`src/rtl/dspc_pkg.sv`:
```
package dspc_pkg;

  // Ticks elapsed since a carrier's own phase zero, given the common
  // counter value, that carrier's delay and the period length.
  function automatic int delayed_phase(input int acc, input int dly, input int per);
    if (acc >= dly) return acc - dly;
    return acc + per - dly;
  endfunction

  // Fold a phase into a symmetric triangle centred on zero:
  // -half at phase 0, +half at phase half.
  function automatic int fold_tri(input int ph, input int half);
    int t;
    t = (ph <= half) ? ph : (2 * half - ph);
    return 2 * t - half;
  endfunction

  // Zero segment length would give an empty period; use one tick instead.
  function automatic int clamp_seg(input int s);
    return (s == 0) ? 1 : s;
  endfunction

endpackage

```
`src/rtl/dspc_timebase.sv`:
```
module dspc_timebase
  import dspc_pkg::*;
#(
  parameter int NLEG = 3,
  parameter int MW   = 8,
  parameter int PW   = 12
) (
  input  logic          clk,
  input  logic          rst,
  input  logic [MW-1:0] seg_len,
  output logic [PW-1:0] acc,
  output logic [MW-1:0] seg_act,
  output logic [PW-1:0] period,
  output logic [PW-1:0] half,
  output logic          wrap
);

  logic [MW-1:0] seg_next;

  assign seg_next = MW'(clamp_seg(int'(seg_len)));
  assign period   = PW'(2 * NLEG * int'(seg_act));
  assign half     = PW'(NLEG * int'(seg_act));
  assign wrap     = (acc == period - PW'(1));

  always_ff @(posedge clk) begin
    if (rst) begin
      acc     <= '0;
      seg_act <= seg_next;
    end else if (wrap) begin
      acc     <= '0;
      seg_act <= seg_next;
    end else begin
      acc     <= acc + PW'(1);
    end
  end

  assert_acc_below_period_R1: assert property (@(posedge clk) disable iff (rst)
    acc < period);

  assert_wrap_restarts_R1: assert property (@(posedge clk) disable iff (rst)
    wrap |=> (acc == '0));

  assert_seg_held_R7: assert property (@(posedge clk) disable iff (rst)
    !wrap |=> $stable(seg_act));

  assert_seg_nonzero_R1: assert property (@(posedge clk) disable iff (rst)
    seg_act != '0);

endmodule

```
`src/rtl/dspc_carrier.sv`:
```
module dspc_carrier
  import dspc_pkg::*;
#(
  parameter int MW   = 8,
  parameter int PW   = 12,
  parameter int SW   = 13,
  parameter int SLOT = 0
) (
  input  logic          clk,
  input  logic          rst,
  input  logic [PW-1:0] acc,
  input  logic [PW-1:0] period,
  input  logic [PW-1:0] half,
  input  logic [MW-1:0] seg_act,
  output logic [SW-1:0] sample
);

  logic [PW-1:0]        delay_ticks;
  logic [PW-1:0]        phase_now;
  logic signed [SW-1:0] fold_now;
  logic signed [SW-1:0] sample_q;
  logic [PW-1:0]        half_q;
  logic signed [SW-1:0] half_s;
  logic                 live_q;

  assign delay_ticks = PW'(SLOT * int'(seg_act));
  assign phase_now   = PW'(delayed_phase(int'(acc), int'(delay_ticks), int'(period)));
  assign fold_now    = SW'(fold_tri(int'(phase_now), int'(half)));
  assign half_s      = $signed({1'b0, half_q});
  assign sample      = sample_q;

  always_ff @(posedge clk) begin
    if (rst) begin
      sample_q <= '0;
      half_q   <= '0;
      live_q   <= 1'b0;
    end else begin
      sample_q <= fold_now;
      half_q   <= half;
      live_q   <= 1'b1;
    end
  end

  assert_phase_in_period_R4: assert property (@(posedge clk) disable iff (rst)
    phase_now < period);

  assert_sample_in_band_R5: assert property (@(posedge clk) disable iff (rst)
    (sample_q <= half_s) && (sample_q >= -half_s));

  assert_step_of_two_R4: assert property (@(posedge clk) disable iff (rst)
    (live_q && $past(live_q) && ($past(acc) != '0)) |->
      ((sample_q - $past(sample_q) == SW'(2)) || ($past(sample_q) - sample_q == SW'(2))));

endmodule

```
`src/rtl/dual_set_carrier_gen.sv`:
```
module dual_set_carrier_gen
  import dspc_pkg::*;
#(
  parameter  int NLEG = 3,
  parameter  int MW   = 8,
  localparam int PW   = $clog2(2 * NLEG * (2 ** MW)),
  localparam int SW   = PW + 1
) (
  input  logic                     clk,
  input  logic                     rst,
  input  logic [MW-1:0]            seg_len,
  output logic [NLEG-1:0][SW-1:0]  lead_car,
  output logic [NLEG-1:0][SW-1:0]  lag_car,
  output logic                     period_start
);

  logic [PW-1:0] acc;
  logic [MW-1:0] seg_act;
  logic [PW-1:0] period;
  logic [PW-1:0] half;
  logic          wrap;
  logic          strobe_q;
  logic signed [SW-1:0] lead0;
  logic signed [SW-1:0] lag0;

  dspc_timebase #(.NLEG(NLEG), .MW(MW), .PW(PW)) u_tb (
    .clk     (clk),
    .rst     (rst),
    .seg_len (seg_len),
    .acc     (acc),
    .seg_act (seg_act),
    .period  (period),
    .half    (half),
    .wrap    (wrap)
  );

  for (genvar k = 0; k < NLEG; k++) begin : g_leg
    dspc_carrier #(.MW(MW), .PW(PW), .SW(SW), .SLOT(2 * k)) u_lead (
      .clk     (clk),
      .rst     (rst),
      .acc     (acc),
      .period  (period),
      .half    (half),
      .seg_act (seg_act),
      .sample  (lead_car[k])
    );
    dspc_carrier #(.MW(MW), .PW(PW), .SW(SW), .SLOT(2 * k + 1)) u_lag (
      .clk     (clk),
      .rst     (rst),
      .acc     (acc),
      .period  (period),
      .half    (half),
      .seg_act (seg_act),
      .sample  (lag_car[k])
    );
  end

  always_ff @(posedge clk) begin
    if (rst) strobe_q <= 1'b0;
    else     strobe_q <= (acc == '0);
  end

  assign period_start = strobe_q;
  assign lead0        = $signed(lead_car[0]);
  assign lag0         = $signed(lag_car[0]);

  assert_strobe_single_R6: assert property (@(posedge clk) disable iff (rst)
    period_start |=> !period_start);

  assert_strobe_at_minimum_R6: assert property (@(posedge clk) disable iff (rst)
    period_start |-> (lead0 < lag0));

endmodule

```
`config.mk`:
```
export PLATFORM = sky130hd
export DESIGN_NAME = dual_set_carrier_gen
export DESIGN_NICKNAME = d
export VERILOG_FILES = /design/src/rtl/dspc_pkg.sv /design/src/rtl/dspc_timebase.sv /design/src/rtl/dspc_carrier.sv /design/src/rtl/dual_set_carrier_gen.sv
export SDC_FILE = /design/constraint.sdc
export NUM_CORES = 1
export LEC_CHECK = 0
export ABC_AREA = 1
export BUFFER_PORTS_ARGS = -buffer_cell sky130_fd_sc_hd__buf_2
export CORE_ASPECT_RATIO = 1.5
export CORE_MARGIN = 2
export CORE_UTILIZATION = 54
export CTS_CLUSTER_DIAMETER = 200
export DETAILED_ROUTE_END_ITERATION = 12
export PLACE_DENSITY_LB_ADDON = 0.08
export SLEW_MARGIN = 15
export SYNTH_ARGS = -nofsm -noshare
export SYNTH_HDL_FRONTEND = slang
export SYNTH_HIERARCHICAL = 1
export SYNTH_SLANG_ARGS = --single-unit
```
`constraint.sdc`:
```
create_clock -name clk -period 7.2 [get_ports clk]
set_input_delay 0.72 -clock clk [delete_from_list [all_inputs] [get_ports clk]]
set_output_delay 0.72 -clock clk [all_outputs]
set_load 0.02 [all_outputs]
```
Word level (Yosys, flattened, before mapping)
Cells that the tools add are included.

operators by class
  add/sub/neg operators = 25
  multipliers = 3
  magnitude comparators = 12
  equality and inequality tests = 1
  multiplexer cells = 27
  reduce and logical (&&, ||, !) cells = 4

operators with widths
  cell                                                                number
  2-to-1 mux 11 bit                                                   18
  subtractor 11 bit                                                   10
  subtractor 12 x 11 -> 12 bit                                        6
  <= comparator 11 x 10 -> 1 bit                                      6
  subtractor 11 x 10 -> 11 bit                                        3
  2-to-1 mux 8 bit                                                    3
  greater-or-equal comparator 11 x 10 -> 1 bit                        2
  subtractor 11 x 9 -> 11 bit                                         2
  multiplier 2 x 8 -> 10 bit, first input constant                    2
  adder 11 x 1 -> 11 bit, second input constant                       1
  adder 11 bit                                                        1
  equality test 11 bit                                                1
  greater-or-equal comparator 11 x 1 -> 1 bit, second input constant  1
  greater-or-equal comparator 11 bit                                  1
  greater-or-equal comparator 11 x 8 -> 1 bit                         1
  greater-or-equal comparator 11 x 9 -> 1 bit                         1
  logical NOT 11 bit                                                  1
  multiplier 3 x 8 -> 11 bit, first input constant                    1
  subtractor 11 x 1 -> 11 bit, second input constant                  1
  subtractor 11 x 8 -> 11 bit                                         1
  logical NOT 8 bit                                                   1
  2-to-1 mux 1 bit                                                    6
  nonzero test 2 bit                                                  1
  OR reduction 2 bit                                                  1

storage, ports and cells
  flip-flop bits (word level) = 92
  bits of input ports = 10
  logic and storage cells = 81

Logic depth before layout (Yosys ltp)
  word-level depth = 7
  gate-level depth with buffers = 44
  mapped depth without buffers = 42

Modules after synthesis
The synthesis kept the hierarchy.

modules (own cells, without submodules)
  module                          instances  cells each  area an instance (sq um)  sequential area each (sq um)
  dspc_carrier (g_leg[2].u_lag)   1          503         3437.0                    240.2
  dspc_carrier (g_leg[1].u_lag)   1          512         3349.5                    240.2
  dspc_carrier (g_leg[1].u_lead)  1          504         3076.7                    240.2
  dspc_carrier (g_leg[2].u_lead)  1          498         3062.9                    240.2
  dspc_carrier (g_leg[0].u_lag)   1          491         3056.7                    240.2
  dspc_timebase                   1          273         1799.2                    460.4
  dspc_carrier (g_leg[0].u_lead)  1          271         1722.9                    240.2
  dual_set_carrier_gen            1          20          93.8                      20.0

Least setup slack after synthesis
No wires, ideal clock.

  path kind = flip-flop to flip-flop
  start point = register u_tb.seg_act[0]
  end point = register g_leg[0].u_lag.sample_q[9]
  arrival = 6.833 ns
  setup slack = 0.297 ns
  cell stages (with the launch flop) = 41
  cells stage by stage = edfxtp_1 > ha_1 > inv_1 > fa_1 > inv_1 > nand3_1 > nand2_1 > nand2_1 > nand2_1 > buf_4 > inv_1 > fa_1 > inv_1 > ha_1 > a21oi_1 > o21a_1 > nand2_1 > a21oi_1 > [... 5 more ...] > nand2_1 > nor2_1 > nand3b_1 > nor2_1 > nand3_1 > nand2_1 > inv_1 > buf_2 > nand2_1 > o21ai_1 > ha_1 > nand2_1 > nor2_1 > a211oi_1 > o21ai_0 > a21oi_1 > o21ai_0 > a21oi_1

RTL lines
  item                                                                        RTL line                    text
  from (decl)                                                                 dspc_timebase.sv:12         output logic [MW-1:0] seg_act,
  from (signal assigned)                                                      dspc_timebase.sv:28         seg_act <= seg_next;
  from (signal assigned)                                                      dspc_timebase.sv:31         seg_act <= seg_next;
  multiplier 2 x 8 -> 10 bit *                                                dspc_timebase.sv:22         assign half = PW'(NLEG * int'(seg_act));
  via half[5]                                                                 dual_set_carrier_gen.sv:20  logic [PW-1:0] half;
  subtractor 11 bit / <= comparator 11 x 10 -> 1 bit (equally long branches)  dspc_pkg.sv:14              t = (ph <= half) ? ph : (2 * half - ph);
  2-to-1 mux 11 bit                                                           dspc_pkg.sv:14
  subtractor 12 x 11 -> 12 bit *                                              dspc_pkg.sv:15              return 2 * t - half;
  to (signal assigned)                                                        dspc_carrier.sv:38          sample_q <= fold_now;
  to (decl)                                                                   dspc_carrier.sv:21          logic signed [SW-1:0] sample_q;

The timed path passes the listed nets; every way through them passes the cells marked *.
A chain may end at the register's enable or synchronous reset.

Worst setup path in the final report
  start point = register u_tb.seg_act[1]
  end point = register g_leg[2].u_lag.sample_q[11]

on the way
  word-level cells in the longest chain between the ends = 7

RTL lines
  item                                                                             RTL line                                                      text
  multiplier 2 x 8 -> 10 bit / multiplier 3 x 8 -> 11 bit (equally long branches)  dspc_timebase.sv:21, dspc_timebase.sv:22, dspc_carrier.sv:26
  adder 11 bit, or another cell as far along                                       dspc_pkg.sv:7                                                 return acc + per - dly;
  subtractor 11 bit, or another cell as far along                                  dspc_pkg.sv:7
  2-to-1 mux 11 bit                                                                dspc_pkg.sv:7
  subtractor 11 bit / <= comparator 11 x 10 -> 1 bit (equally long branches)       dspc_pkg.sv:14
  2-to-1 mux 11 bit                                                                dspc_pkg.sv:14
  subtractor 12 x 11 -> 12 bit *                                                   dspc_pkg.sv:15
  to (signal assigned)                                                             dspc_carrier.sv:38
  to (decl)                                                                        dspc_carrier.sv:21

Mark *: on every way between the ends. The rest lies on a longest branch, timed or not.

==> impl_summary.txt <==
----------------------------------------------------
[Status]
  Outcome ... complete, no violations

[Power]
  Power density over the cells ... 410 nW/um2
  Worst vdd ir ... roughly 0.4 mV
  Net switching share of the total power ... 0.578
  Leak pwr ... ~12 nW
  Portion of total power attributed to combinational logic ... 0.858
  Sequential cell fraction of total power ... 0.083
  Relative contribution of the clock network to total power ... 0.059
  Design internal power ... between 3 and 4 mW
  Total net switching power ... ~5 mW

[Floorplanning]
  Number of placement rows ... 85
  Die width ... 160 um
  Core region area ... roughly 36000 um2
  Die boundary height ... around 240 um
  Die Outline Area ... roughly 38000 um2
  Initial core utilization ... 0.547
  I/O pin total ... between 80 and 90

[STA]
  Final hold violation count ... 0
  Worst hold-check slack ... around 0.53 ns
  Actual slew at the worst max-slew pin ... roughly 0.95 ns
  Highest attainable clock frequency ... 0.149 GHz
  Final worst-path cycle share ... 0.929
  Number of setup violations in the final report ... 0
  Final worst clock skew ... around 0.016 ns
  Final Max Tran Viols ... 0
  Worst Slack Setup Final ... around 0.51 ns
  Max-slew headroom ... 0.369
  Final critical-path required period ... roughly 6.7 ns

[Clock network]
  Maximum buffer depth of the clock tree ... 2
  CTS tree ... done
  Clock insertion delay at the later pin of the skew report ... about 0.39 ns
  Clock tree root driver cell ... sky130_fd_sc_hd__clkbuf_16
  Number of buffers added by the clock tree synthesis step ... 9
  Count of hold buffers inserted by post-cts repair ... 0
  Clock-pin transition on the worst setup and hold timing paths ... approximately 0.080 ns
  TritonCTS Sinks ... slightly above 90
  Number of H-tree branching levels ... 3

[Layout]
  Area growth from synthesis to final layout ... 8.37%
  Commonest cells after routing, fill and taps aside ... sky130_fd_sc_hd__nand2_1 (689), sky130_fd_sc_hd__inv_1 (580), sky130_fd_sc_hd__ha_1 (313)
  Most common library cell in the layout ignoring fill and taps ... sky130_fd_sc_hd__nand2_1
  Layout filler cell count ... 3612
  Share of layout cells above drive strength 1 ... 0.115
  Net count of the finished layout ... approximately 3.6k
  Diode count ... 0

[Yosys]
  Yosys synthesis warning count ... 6
  Average cell area after synthesis ... roughly 6.4 um2
  Gate Count Post-Synth ... ~3.1k
  Netlist Area Pre-Place ... roughly 20000 um2

[Critical path]
  Crit path capture type ... flop
  Type of element launching the critical path ... flop
  Most used cell along the critical path ... sky130_fd_sc_hd__ha_1
  Slowest cell on the critical path ... sky130_fd_sc_hd__edfxtp_1
  WS Path Type ... reg -> reg
  Number of cell instances on the worst register-to-register path ... 32
  Worst R2R Setup Slack ... a little over 0.5 ns
  Crit path arrival time ... 6.98 ns
  Critical R2R Launch ... u_tb/seg_act[1]
  Stage delay of the slowest cell on the critical path ... 0.50 ns
  Required time of the worst setup path ... roughly 7.5 ns
  R2r endpoint ... g_leg[2].u_lag/sample[11]
  Largest fanout of any net on the critical path ... 10

[Place]
  IO buf count ... slightly above 80
  Weighted congestion reported at the end of routability-driven placement ... roughly 0.94
  Setup slack after placement ... 0.0509 ns
  Detailed placer's ending HPWL ... around 50 mm

[Min path]
  Class of the tightest hold or removal check ... in -> reg
  Min-Delay Endpoint ... u_tb/seg_act[4]
  Launch point of the worst hold path ... seg_len[4]
  Number of cells on the worst hold path ... 1

[Route]
  Ratio of routed vias to standard cells ... between 5 and 6
  Count of unresolved DRC violations after routing ... 0
  Violation count after the first detailed-route iteration ... around 1.2k
  Routed WL ... between 60 and 70 mm
  Wire length per cell after detailed routing ... roughly 16 um
  Via count ... 20.2k
  Number of nets with antenna violations after routing ... 0
  Iteration count of the initial detailed-routing pass ... 5

[Job]
  # Max-Cap Violations ... 0

[GRT]
  Total grt overflow ... 0
  Total GRT Usage ... 0.316
  Number of antenna violations at the first check in global routing ... 0
  Largest net degree at the start of global routing ... 26
  Vias in the first global route ... ~20k
  Wire length of the first global-routing pass ... approximately 96 mm

----------------------------------------------------
through the flow:
step,TNS (ns),area [um2],util,std cells,power (mW)
3_5_place_dp,0,20800,0.579,3650,7.97
3_3_place_gp,0,20800,0.579,3650,7.85
4_1_cts,0,21000,0.587,3666,8.53
2_1_floorplan,0,19600,-,3072,6.37
6_report,0,21200,0.592,3682,8.70
5_1_grt,-0.00402,21200,0.592,3682,9.72
registers in the layout (all words and copies together), names as in the netlist:
register / count
period_start: 1
g_leg.u_lag/sample: 36
g_leg.u_lead/sample: 36
u_tb/acc: 11
u_tb/seg_act: 8
repair_timing:
item                                    CTS  global route
setup buffers                             0            14
resized for setup                         0            25
endpoints found under the setup margin    0            28
critical path, delay by kind of cell, from the launching register on:
family                   cells  cell delay, ns
XOR/XNOR                     2            0.58
buffers and inverters        4            0.49
AND/OR/NAND/NOR             11            1.08
AO/OA/AOI/OAI                8            1.46
flip-flops                   1            0.50
adder cells (fa/ha/maj)      7            2.46
layout make-up:
class / instances / area, um2 / share of cell area
clock inverter: 4 / 32.5 / 0.00153
multi-input combinational: 2326 / 15100 / 0.713
inverter: 622 / 2370 / 0.112
timing repair buffer: 146 / 903 / 0.0425
tap: 478 / 598 / 0.0282
timing repair inverter: 2 / 12.5 / 0.000589
sequential: 92 / 1920 / 0.0905
clock buffer: 12 / 256 / 0.0121
power by group through the flow:
| stage | logic (mW) | registers (mW) | clock network (mW) |
|---|---|---|---|
| after global placement | 7.11 | 0.737 | 0 |
| after floorplan | 5.44 | 0.923 | 0 |
| after CTS | 7.27 | 0.730 | 0.524 |
| after detailed placement | 7.23 | 0.739 | 0 |
| final | 7.46 | 0.723 | 0.511 |
| after global routing | 8.45 | 0.735 | 0.536 |
worst max path at each step:
| stage | startpoint | end | slack, ns | cells after the start |
|---|---|---|---|---|
| after global placement | u_tb/seg_act[4] | g_leg[2].u_lag/sample[9] | 0.20 | 37 |
| after detailed placement | u_tb/seg_act[4] | g_leg[2].u_lag/sample[9] | 0.05 | 37 |
| final | u_tb/seg_act[1] | g_leg[2].u_lag/sample[11] | 0.51 | 32 |
| after CTS | u_tb/seg_act[4] | g_leg[2].u_lag/sample[9] | 0.02 | 37 |
| after global routing | u_tb/seg_act[1] | g_leg[2].u_lag/sample[10] | -0.004 | 37 |
| after floorplan | u_tb/seg_act[0] | g_leg[0].u_lag/sample[9] | 0.30 | 40 |
per-layer routing:
metal / GRT usage / up-vias / wire length [um]
li1: - / 10157 / -
met1: 0.342 / 9249 / 23900
met2: 0.595 / 591 / 30400
met3: 0.0325 / 195 / 2470
met4: 0.175 / 0 / 3510
met5: 0 / - / 0
Power figures use the tool's default switching activity.
